`src/rtl/vbr_pkg.sv`:
```
// Package: shared types and the per-iteration salt generator for the
// virtual-branch target sequencer.
// Assumes address widths of at most 64 bits.
package vbr_pkg;

    // Decision taken for the lookup presented in the current cycle.
    typedef enum logic [1:0] {
        VB_CONT    = 2'd0,  // hit, not taken, more lookups allowed
        VB_HIT     = 2'd1,  // hit and taken: target found
        VB_MISS    = 2'd2,  // buffer miss: stall
        VB_EXHAUST = 2'd3   // hit, not taken, last lookup: stall
    } vbr_step_e;

    // Salt for lookup k is derived from j = k-1 by an odd multiplier,
    // which keeps every salt distinct for j below 2^64.
    function automatic logic [63:0] vbr_salt(input int unsigned j);
        return 64'(j) * 64'h9E37_79B9_7F4A_7C15;
    endfunction

endpackage

```
`src/rtl/vbr_salt_table.sv`:
```
// Module: vbr_salt_table
// Holds the fixed salt constants, one for each lookup after the first, and
// returns the salt for the lookup number given. Lookup 1 (or any number out
// of range) gets a zero salt, so the branch's own address is used unchanged.
// Assumes MAX_ITER >= 2 and ADDR_W <= 64.
module vbr_salt_table #(
    parameter int ADDR_W   = 32,
    parameter int MAX_ITER = 4,
    localparam int IW      = $clog2(MAX_ITER + 1),
    localparam int NSALT   = MAX_ITER - 1
) (
    input  logic [IW-1:0]     iter_idx,
    output logic [ADDR_W-1:0] salt
);

    logic [ADDR_W-1:0] tab [NSALT];

    // One hard-wired constant per later lookup, computed at elaboration.
    for (genvar j = 0; j < NSALT; j++) begin : g_salt
        localparam logic [63:0] FULL = vbr_pkg::vbr_salt(j + 1);
        assign tab[j] = FULL[ADDR_W-1:0];
    end

    // Pick the constant that belongs to the current lookup number.
    always_comb begin
        salt = '0;
        for (int j = 0; j < NSALT; j++) begin
            if (iter_idx == IW'(j + 2)) begin
                salt = tab[j];
            end
        end
    end

endmodule

```
`src/rtl/vbr_step_eval.sv`:
```
// Module: vbr_step_eval
// Combinational decision for one lookup. It classifies the same-cycle answer
// of the target buffer and direction predictor as a found target, a miss, an
// exhausted chain, or a request to continue. Assumes the answers belong to
// the lookup presented in this cycle.
module vbr_step_eval (
    input  logic              active,
    input  logic              btb_hit,
    input  logic              dir_taken,
    input  logic              last_iter,
    output vbr_pkg::vbr_step_e step
);
    import vbr_pkg::*;

    // A miss wins over any direction answer; taken needs a hit.
    always_comb begin
        if (!active) begin
            step = VB_CONT;
        end else if (!btb_hit) begin
            step = VB_MISS;
        end else if (dir_taken) begin
            step = VB_HIT;
        end else if (last_iter) begin
            step = VB_EXHAUST;
        end else begin
            step = VB_CONT;
        end
    end

endmodule

```
`src/rtl/vbr_iter_ctrl.sv`:
```
// Module: vbr_iter_ctrl
// Sequencing state. Captures a request when idle, then keeps the branch
// address, the virtual history and the lookup number. It advances one lookup
// per cycle and registers the final outcome as a one-cycle pulse. Flush has
// priority over every other event. Assumes HIST_W >= 2.
module vbr_iter_ctrl #(
    parameter int ADDR_W   = 32,
    parameter int HIST_W   = 16,
    parameter int MAX_ITER = 4,
    localparam int IW      = $clog2(MAX_ITER + 1)
) (
    input  logic               clk,
    input  logic               rst_n,
    input  logic               req_valid,
    input  logic [ADDR_W-1:0]  req_pc,
    input  logic [HIST_W-1:0]  req_ghr,
    input  logic               flush,
    input  vbr_pkg::vbr_step_e step,
    input  logic [ADDR_W-1:0]  btb_target,
    output logic               busy_q,
    output logic [ADDR_W-1:0]  pc_q,
    output logic [HIST_W-1:0]  vhist_q,
    output logic [IW-1:0]      iter_q,
    output logic               last_iter,
    output logic               done_q,
    output logic               hit_q,
    output logic [ADDR_W-1:0]  tgt_q,
    output logic [IW-1:0]      done_iter_q
);
    import vbr_pkg::*;

    logic start;

    // Accept a request only when idle and not being flushed.
    assign start     = req_valid && !busy_q && !flush;
    // The current lookup is the final one allowed.
    assign last_iter = (iter_q == IW'(MAX_ITER));

    // Chain state: start, advance, finish or abort.
    always_ff @(posedge clk) begin
        if (!rst_n) begin
            busy_q      <= 1'b0;
            pc_q        <= '0;
            vhist_q     <= '0;
            iter_q      <= '0;
            done_q      <= 1'b0;
            hit_q       <= 1'b0;
            tgt_q       <= '0;
            done_iter_q <= '0;
        end else begin
            done_q <= 1'b0;
            if (flush) begin
                busy_q <= 1'b0;
            end else if (start) begin
                busy_q  <= 1'b1;
                pc_q    <= req_pc;
                vhist_q <= req_ghr;
                iter_q  <= IW'(1);
            end else if (busy_q) begin
                unique case (step)
                    VB_HIT: begin
                        busy_q      <= 1'b0;
                        done_q      <= 1'b1;
                        hit_q       <= 1'b1;
                        tgt_q       <= btb_target;
                        done_iter_q <= iter_q;
                    end
                    VB_MISS, VB_EXHAUST: begin
                        busy_q      <= 1'b0;
                        done_q      <= 1'b1;
                        hit_q       <= 1'b0;
                        tgt_q       <= '0;
                        done_iter_q <= iter_q;
                    end
                    default: begin
                        iter_q  <= iter_q + IW'(1);
                        vhist_q <= {vhist_q[HIST_W-2:0], 1'b0};
                    end
                endcase
            end
        end
    end

endmodule

```
`src/rtl/vbr_target_seq.sv`:
```
// Module: vbr_target_seq (top)
// Predicts an indirect branch target by walking a chain of virtual
// conditional branches through external target-buffer and direction
// ports, one lookup per cycle. Assumes the external ports answer
// combinationally for the lookup presented in the same cycle.
module vbr_target_seq #(
    parameter int ADDR_W   = 32,
    parameter int HIST_W   = 16,
    parameter int MAX_ITER = 4,
    localparam int IW      = $clog2(MAX_ITER + 1)
) (
    input  logic              clk,
    input  logic              rst_n,
    input  logic              req_valid,
    input  logic [ADDR_W-1:0] req_pc,
    input  logic [HIST_W-1:0] req_ghr,
    input  logic              flush,
    output logic              busy,
    output logic              lk_valid,
    output logic [ADDR_W-1:0] lk_vpc,
    output logic [HIST_W-1:0] lk_vhist,
    input  logic              btb_hit,
    input  logic [ADDR_W-1:0] btb_target,
    input  logic              dir_taken,
    output logic              done,
    output logic              done_hit,
    output logic [ADDR_W-1:0] done_target,
    output logic [IW-1:0]     done_iter
);
    import vbr_pkg::*;

    logic              busy_q;
    logic [ADDR_W-1:0] pc_q;
    logic [HIST_W-1:0] vhist_q;
    logic [IW-1:0]     iter_q;
    logic              last_iter;
    logic [ADDR_W-1:0] salt;
    vbr_step_e         step;

    vbr_iter_ctrl #(
        .ADDR_W  (ADDR_W),
        .HIST_W  (HIST_W),
        .MAX_ITER(MAX_ITER)
    ) u_ctrl (
        .clk        (clk),
        .rst_n      (rst_n),
        .req_valid  (req_valid),
        .req_pc     (req_pc),
        .req_ghr    (req_ghr),
        .flush      (flush),
        .step       (step),
        .btb_target (btb_target),
        .busy_q     (busy_q),
        .pc_q       (pc_q),
        .vhist_q    (vhist_q),
        .iter_q     (iter_q),
        .last_iter  (last_iter),
        .done_q     (done),
        .hit_q      (done_hit),
        .tgt_q      (done_target),
        .done_iter_q(done_iter)
    );

    vbr_salt_table #(
        .ADDR_W  (ADDR_W),
        .MAX_ITER(MAX_ITER)
    ) u_salt (
        .iter_idx(iter_q),
        .salt    (salt)
    );

    vbr_step_eval u_eval (
        .active   (busy_q),
        .btb_hit  (btb_hit),
        .dir_taken(dir_taken),
        .last_iter(last_iter),
        .step     (step)
    );

    // Present the current virtual branch on the lookup ports.
    assign busy     = busy_q;
    assign lk_valid = busy_q;
    assign lk_vpc   = pc_q ^ salt;
    assign lk_vhist = vhist_q;

endmodule

```
`config.mk`:
```
export PLATFORM = sky130hd
export DESIGN_NAME = vbr_target_seq
export DESIGN_NICKNAME = d
export VERILOG_FILES = /design/src/rtl/vbr_pkg.sv /design/src/rtl/vbr_salt_table.sv /design/src/rtl/vbr_step_eval.sv /design/src/rtl/vbr_iter_ctrl.sv /design/src/rtl/vbr_target_seq.sv
export SDC_FILE = /design/constraint.sdc
export NUM_CORES = 1
export LEC_CHECK = 0
export ABC_AREA = 1
export CORE_MARGIN = 3
export CORE_UTILIZATION = 45
export CTS_CLUSTER_SIZE = 14
export DETAILED_ROUTE_END_ITERATION = 8
export GPL_TIMING_DRIVEN = 0
export PLACE_DENSITY_LB_ADDON = 0.3
export SYNTH_ARGS = -nofsm -noshare
export SYNTH_HDL_FRONTEND = slang
export SYNTH_SLANG_ARGS = --single-unit
```
`constraint.sdc`:
```
create_clock -name clk -period 2.9 [get_ports clk]
set_clock_uncertainty 0.05 [all_clocks]
set_input_delay 0.58 -clock clk [delete_from_list [all_inputs] [get_ports clk]]
set_output_delay 0.58 -clock clk [all_outputs]
set_load 0.01 [all_outputs]
```
* Word level (Yosys, flattened, before mapping)
Index checks and enable logic that the tools add are counted.
Operators by class: $add $sub $neg 1, equal/unequal tests 7, multiplexer cells 19, bitwise logic cells 5, reduce and logical (&&, ||, !) cells 14
Operators by type and width (count):
- 32-bit two-way mux | 2
- 32-bit case mux with 2 select lines | 1
- 16-bit two-way mux | 3
- 32-bit bitwise XOR | 1
- 31-bit two-way mux | 1
- 3-bit two-way mux | 3
- 2-bit two-way mux | 4
- 4-bit AND reduction | 2
- 3-bit by 2-bit equality test with 1-bit output, second input constant | 2
- 2-bit equality test, second input constant | 2
- 1-bit two-way mux | 4
- 1-bit inverter | 4
- 2-bit nonzero test | 2
- 2-bit OR reduction | 2
- 4-bit OR reduction | 1
- 3-bit by 1-bit adder with 3-bit output, second input constant | 1
- 3-bit equality test, second input constant | 1
- 3-bit AND reduction | 1
- 3-bit OR reduction | 1
- 2-bit by 1-bit equality test with 1-bit output, second input constant | 1
- 1-bit logical AND | 2
- 1-bit logical NOT | 2
- 2-bit by 1-bit inequality test with 1-bit output, second input constant | 1
- 1-bit case mux with 2 select lines | 1
- 2-bit AND reduction | 1
Storage, ports and cells: flip-flop bits (word level) 89, input port bits 86, output and inout port bits 87, word-level logic and storage cells 54

* Longest topological paths before layout
depth in word-level cells 10, depth in mapped cells 8, mapped depth without buffers 7

* Modules after synthesis
Synthesis repeated with hierarchy kept, for this count alone.
Unflattened totals: cells, all modules 661, area total of the unflattened synthesis 4478.0 um^2
By module, submodules not included:
- vbr_iter_ctrl | instances 1, cells an instance 454, area an instance 3585.9 um^2, seq. area each 1781.7 um^2
- vbr_target_seq | instances 1, cells an instance 161, area an instance 608.1 um^2, seq. area each 0.0 um^2
- vbr_salt_table | instances 1, cells an instance 40, area an instance 255.2 um^2, seq. area each 0.0 um^2
- vbr_step_eval | instances 1, cells an instance 6, area an instance 28.8 um^2, seq. area each 0.0 um^2

* Worst setup path after synthesis
OpenSTA, ideal clock, no wires.
path kind reg2out, start point register u_ctrl.iter_q[0], end point output port lk_vpc[12], arrival time 1411 ps, data required time 2270 ps, path slack 859 ps, cell stages (with the launch flop) 8, buffers on the path 1, cells stage by stage dfxtp_1 > inv_1 > ha_1 > nand2_2 > nand2_1 > or2_1 > buf_4 > xor2_1
Between the ends: word-level cells in the longest chain between the ends 5, elaborated cells on any way between the ends 7, those cells by class eq/ne (3); mux (3); bitwise (1)
RTL lines:
- start, declared | RTL line vbr_iter_ctrl.sv:23 | output logic [IW-1:0] iter_q,
- start signal, assigned | RTL line vbr_iter_ctrl.sv:76 | iter_q <= iter_q + IW'(1);
- 3-bit by 2-bit equality test with 1-bit output | RTL line vbr_salt_table.sv:28 | if (iter_idx == IW'(j + 2)) begin
- 31-bit two-way mux | RTL line vbr_salt_table.sv:28
- 32-bit two-way mux | RTL line vbr_salt_table.sv:28
- 32-bit two-way mux * | RTL line vbr_salt_table.sv:28
- 32-bit bitwise XOR * | RTL line vbr_target_seq.sv:83 | assign lk_vpc = pc_q ^ salt;
- end, declared | RTL line vbr_target_seq.sv:20 | output logic [ADDR_W-1:0] lk_vpc,
Mark *: on every way between the ends. The rest lies on a longest branch, timed or not.

* Worst setup path in the final report
start point register u_ctrl.iter_q[0], end point output port lk_vpc[19]
The elaborated chain is that of the path after synthesis.

==> impl_table.tex <==
\begin{tabular}{lr}
\hline
Metric & Value \\
\hline
\multicolumn{2}{l}{\textbf{Run status}} \\
\quad Result of the run & completed \\
\multicolumn{2}{l}{\textbf{Worst setup path}} \\
\quad Data arrival time of the critical path & $\sim$2.2 ns \\
\quad Register-to-register setup slack & around 1.3 ns \\
\quad Worst reg-to-reg path cell count & 8 \\
\quad Kind of launch point of the worst setup path & flip-flop \\
\quad WS Path Type & reg -> out \\
\quad CP max stage cell & sky130\_fd\_sc\_hd\_\_clkdlybuf4s50\_1 \\
\quad WP data required & 2.27 ns \\
\quad Endpoint of the most critical setup path & lk\_vpc[19] \\
\quad Capturing point of the worst reg2reg path & u\_ctrl.tgt\_q[17] \\
\quad Cell repeated most along the worst path & sky130\_fd\_sc\_hd\_\_nand2\_4 \\
\quad Launching point of the worst reg2reg path & u\_ctrl.iter\_q[0] \\
\quad Chain of cells forming the critical path & inv\_1, ha\_1, nand2\_4, nand2\_1, nand2\_4, xor2\_1, clkdlybuf4s50\_1 \\
\quad Crit. End Element & primary output \\
\quad Max FO, Critical Path & 8 \\
\quad CP startpoint & u\_ctrl.iter\_q[0] \\
\quad Longest individual stage delay on the worst path & approximately 0.56 ns \\
\multicolumn{2}{l}{\textbf{Clock network}} \\
\quad Master cell of the clock root buffer & sky130\_fd\_sc\_hd\_\_clkbuf\_8 \\
\quad Inserted Clock Buffers & 9 \\
\quad Clock latency of the later-clocked register in the worst-skew pair & 0.34 ns \\
\quad Hold buffer count at cts & 0 \\
\quad Total number of H-tree levels & 3 \\
\quad Clock tree sinks & between 80 and 90 \\
\quad TritonCTS clock tree & done \\
\quad Clock-pin slew on the worst setup and hold paths & 0.08 ns \\
\quad Clock Tree Buf Depth & 2 \\
\multicolumn{2}{l}{\textbf{GRT}} \\
\quad Total overflow reported by the global router & 0 \\
\quad Wire length of the first global-routing pass & between 15000 and 20000 um \\
\quad GRT Max-Usage Layer & met2 \\
\quad Met3 track demand over resource & around 6.8\% \\
\quad Global-route met2 utilization & 39.9\% \\
\quad M1 GR Usage & 27.7\% \\
\quad Number of global-route vias before repair & around 4.0k \\
\quad Number of antenna violations at the first check in global routing & 0 \\
\quad Largest net degree at the start of global routing & 14 \\
\quad GR Util All Layers & between 20 and 25\% \\
\multicolumn{2}{l}{\textbf{Logic synthesis}} \\
\quad Distinct cell type count after synthesis & 24 \\
\quad Synthesis warning total & 0 \\
\quad Sequential area share after synthesis & 46.1\% \\
\quad Net Count, Synth & 590 \\
\quad Flip-flop and latch count after synthesis & 89 \\
\quad Average cell area after synthesis & just under 8 um\^{}2 \\
\quad Post-synthesis instance area & roughly 0.0039 mm\^{}2 \\
\quad Count of mapped cells out of synthesis & 500 \\
\multicolumn{2}{l}{\textbf{Finish}} \\
\quad Layout area overhead & 53.5\% \\
\quad Share of layout cells above drive strength 1 & under 10\% \\
\quad Finished Core Util & 71.8\% \\
\quad Number of nets in the finished design & 774 \\
\quad Number of filler instances in the final layout & roughly 660 \\
\quad Count of antenna diodes in the layout & 0 \\
\quad Number of standard cells in the final layout excluding fillers & 793 \\
\multicolumn{2}{l}{\textbf{Hold path}} \\
\quad Min-Delay Path Class & reg -> reg \\
\multicolumn{2}{l}{\textbf{Die}} \\
\quad Starting density of the core & between 40\% and 50\% \\
\quad Total Die Area & between 0.009 and 0.01 mm\^{}2 \\
\quad Std-Cell Rows & 33 \\
\quad Floorplan core area & between 0.008 and 0.009 mm\^{}2 \\
\quad Chip Height & just under 100 um \\
\quad Die width & around 99 um \\
\quad I/O pin count & 173 \\
\multicolumn{2}{l}{\textbf{Route}} \\
\quad Vias per inst & roughly 5.0 \\
\quad Number of DRC violations after detailed-routing iteration 0 & between 100 and 150 \\
\quad Wire per inst & between 10 and 15 um \\
\quad Antenna-violating nets left & 0 \\
\quad Drt drc & 0 \\
\quad Detailed-routing iteration count for the pre-antenna-repair pass & 4 \\
\quad Number of vias in the routed layout & between 3k and 4k \\
\quad Final wirelength & 11300 um \\
\multicolumn{2}{l}{\textbf{Timing}} \\
\quad Post-layout minimum cycle time & about 2.8 ns \\
\quad Setup-violating endpoint count in the final report & 0 \\
\quad Slew at the pin closest to its max-slew limit & $\sim$0.53 ns \\
\quad Peak clock frequency supported by timing & between 300 and 400 MHz \\
\quad Part of the cycle the worst path needs & a little over nine tenths \\
\quad Worst slew margin & 64.6\% \\
\quad Number of hold-slack violations in the final timing report & 0 \\
\quad Unrepaired setup endpoints after global routing & no \\
\quad Max-slew violation total from the final report & 0 \\
\multicolumn{2}{l}{\textbf{Power}} \\
\quad Cell leakage power & $\sim$0.0024 uW \\
\quad Peak supply drop & 332 uV \\
\quad Power per cell area & 426 mW/mm\^{}2 \\
\quad Sum of internal, switching and leakage power & between 2000 and 3000 uW \\
\multicolumn{2}{l}{\textbf{Flow run}} \\
\quad Count of maximum capacitance violations & 0 \\
\multicolumn{2}{l}{\textbf{Placed design}} \\
\quad \# port buffers & between 150 and 200 \\
\quad Post-DP HPWL & roughly 8500 um \\
\quad Count of placed standard cells including taps & 777 \\
\quad Last weighted congestion value of the routability-driven placer & 0.807 \\
\hline
\end{tabular}
[sequential cells by signal (all words and copies together) (netlist names)]
register,flops
u_ctrl.tgt_q,32
u_ctrl.done_iter_q,3
u_ctrl.hit_q,1
u_ctrl.done_q,1
u_ctrl.vhist_q,16
u_ctrl.pc_q,32
u_ctrl.busy_q,1
u_ctrl.iter_q,3
[cell families (layout without fill, tap and decap cells)]
family | after synthesis | after routing | share of synthesized area, %
AO/OA/AOI/OAI | 98 | 98 | 12.8
XOR/XNOR | 27 | 27 | 6.12
flip-flops | 89 | 89 | 46.1
AND/OR/NAND/NOR | 218 | 218 | 25.0
adder cells (fa/ha/maj) | 4 | 4 | 1.30
buffers and inverters | 64 | 252 | 8.65
[how the worst min path moves through the flow]
stage / depth (start not counted) / end / from / slack (ns)
after global placement: 2 / u_ctrl.tgt_q[9] / u_ctrl.tgt_q[9] / 0.40
final: 2 / u_ctrl.tgt_q[1] / u_ctrl.tgt_q[1] / 0.42
after CTS: 2 / u_ctrl.tgt_q[10] / u_ctrl.tgt_q[10] / 0.42
after detailed placement: 2 / u_ctrl.tgt_q[10] / u_ctrl.tgt_q[10] / 0.40
after global routing: 2 / u_ctrl.tgt_q[10] / u_ctrl.tgt_q[10] / 0.43
after floorplan: 2 / u_ctrl.pc_q[21] / u_ctrl.pc_q[21] / 0.39
[where the power goes]
part	internal, uW	total [uW]	switching (uW)
Combinational	221	399	178
Clock	439	854	415
Sequential	1260	1280	19.3
[stage by stage]
stage                     TNS [ns]  cell area, um^2  worst slack [ns]  hold WS, ns
after floorplan                  0             3860             0.859        0.394
after global placement           0             5720             0.288        0.397
after detailed placement         0             5720             0.222        0.405
after CTS                 -0.00859             5910          -0.00859        0.417
after global routing             0             5930          0.000171        0.432
final                            0             5930             0.111        0.415
[cells in the mapped netlist]
cell                       instances  area (um^2)
sky130_fd_sc_hd__inv_2             4         15.0
sky130_fd_sc_hd__nor2_1            4         15.0
sky130_fd_sc_hd__buf_1             2         7.51
sky130_fd_sc_hd__a21oi_1          85          425
sky130_fd_sc_hd__nor2_4            1         11.3
sky130_fd_sc_hd__nand3_4           1         17.5
sky130_fd_sc_hd__nand3_2           1         10.0
sky130_fd_sc_hd__inv_1            18         67.6
sky130_fd_sc_hd__buf_4            15          113
sky130_fd_sc_hd__nand2_1         139          522
sky130_fd_sc_hd__nand2_4           1         11.3
sky130_fd_sc_hd__nand2_2           4         25.0
sky130_fd_sc_hd__a21oi_2           1         8.76
sky130_fd_sc_hd__nand3_1          51          255
sky130_fd_sc_hd__buf_2            12         60.1
sky130_fd_sc_hd__nand4_1          14         87.6
sky130_fd_sc_hd__o21ai_0          12         60.1
sky130_fd_sc_hd__dfxtp_1          89         1780
sky130_fd_sc_hd__buf_6             3         33.8
sky130_fd_sc_hd__clkbuf_1         10         37.5
sky130_fd_sc_hd__or2_1             1         6.26
sky130_fd_sc_hd__xor2_1           27          236
sky130_fd_sc_hd__ha_1              4         50.1
sky130_fd_sc_hd__nor2_2            1         6.26
[per-layer routing]
layer  part of all wire (%)  routed length (um)
met5                      0                   0
met4                    1.8                 208
met3                    7.8                 880
met2                     49                5580
met1                     41                4620
[cell type report]
cell class / instances / area, um^2 / share of cell area, %
multi-input cells: 347 / 1760 / 29.7
clock buffers: 12 / 155 / 2.62
inverters: 22 / 82.6 / 1.39
clock inverters: 3 / 40.0 / 0.675
well taps: 105 / 131 / 2.21
plain buffers: 42 / 251 / 4.24
repair buffers: 173 / 1720 / 29.1
flip-flops and latches: 89 / 1780 / 30.1
[critical path: cells and delay by family (launching register included)]
family | cells | cell delay [ns]
xor gates and xnor gates | 1 | 0.18
adders and majority gates | 1 | 0.23
buffers and inverters | 2 | 0.64
DFF | 1 | 0.37
and+or+nand+nor | 3 | 0.40
[placed cells by master, fill, tap and decap left out, drive strengths merged]
cell,count
dfxtp,89
clkdlybuf4s50,162
nor2,6
clkbuf,22
dlygate4sd2,8
o21ai,12
a21oi,86
clkinv,2
buf,33
dlymetal6s2s,2
or2,1
nand3,53
xor2,27
ha,4
bufinv,1
nand4,14
nand2,144
inv,22
[repair_timing]
item / in CTS / in global routing
pin swaps: 0 / 1
endpoints found under the setup margin: 19 / 15
setup buffers: 0 / 1
resized for setup: 11 / 5
Power figures use the tool's default switching activity.
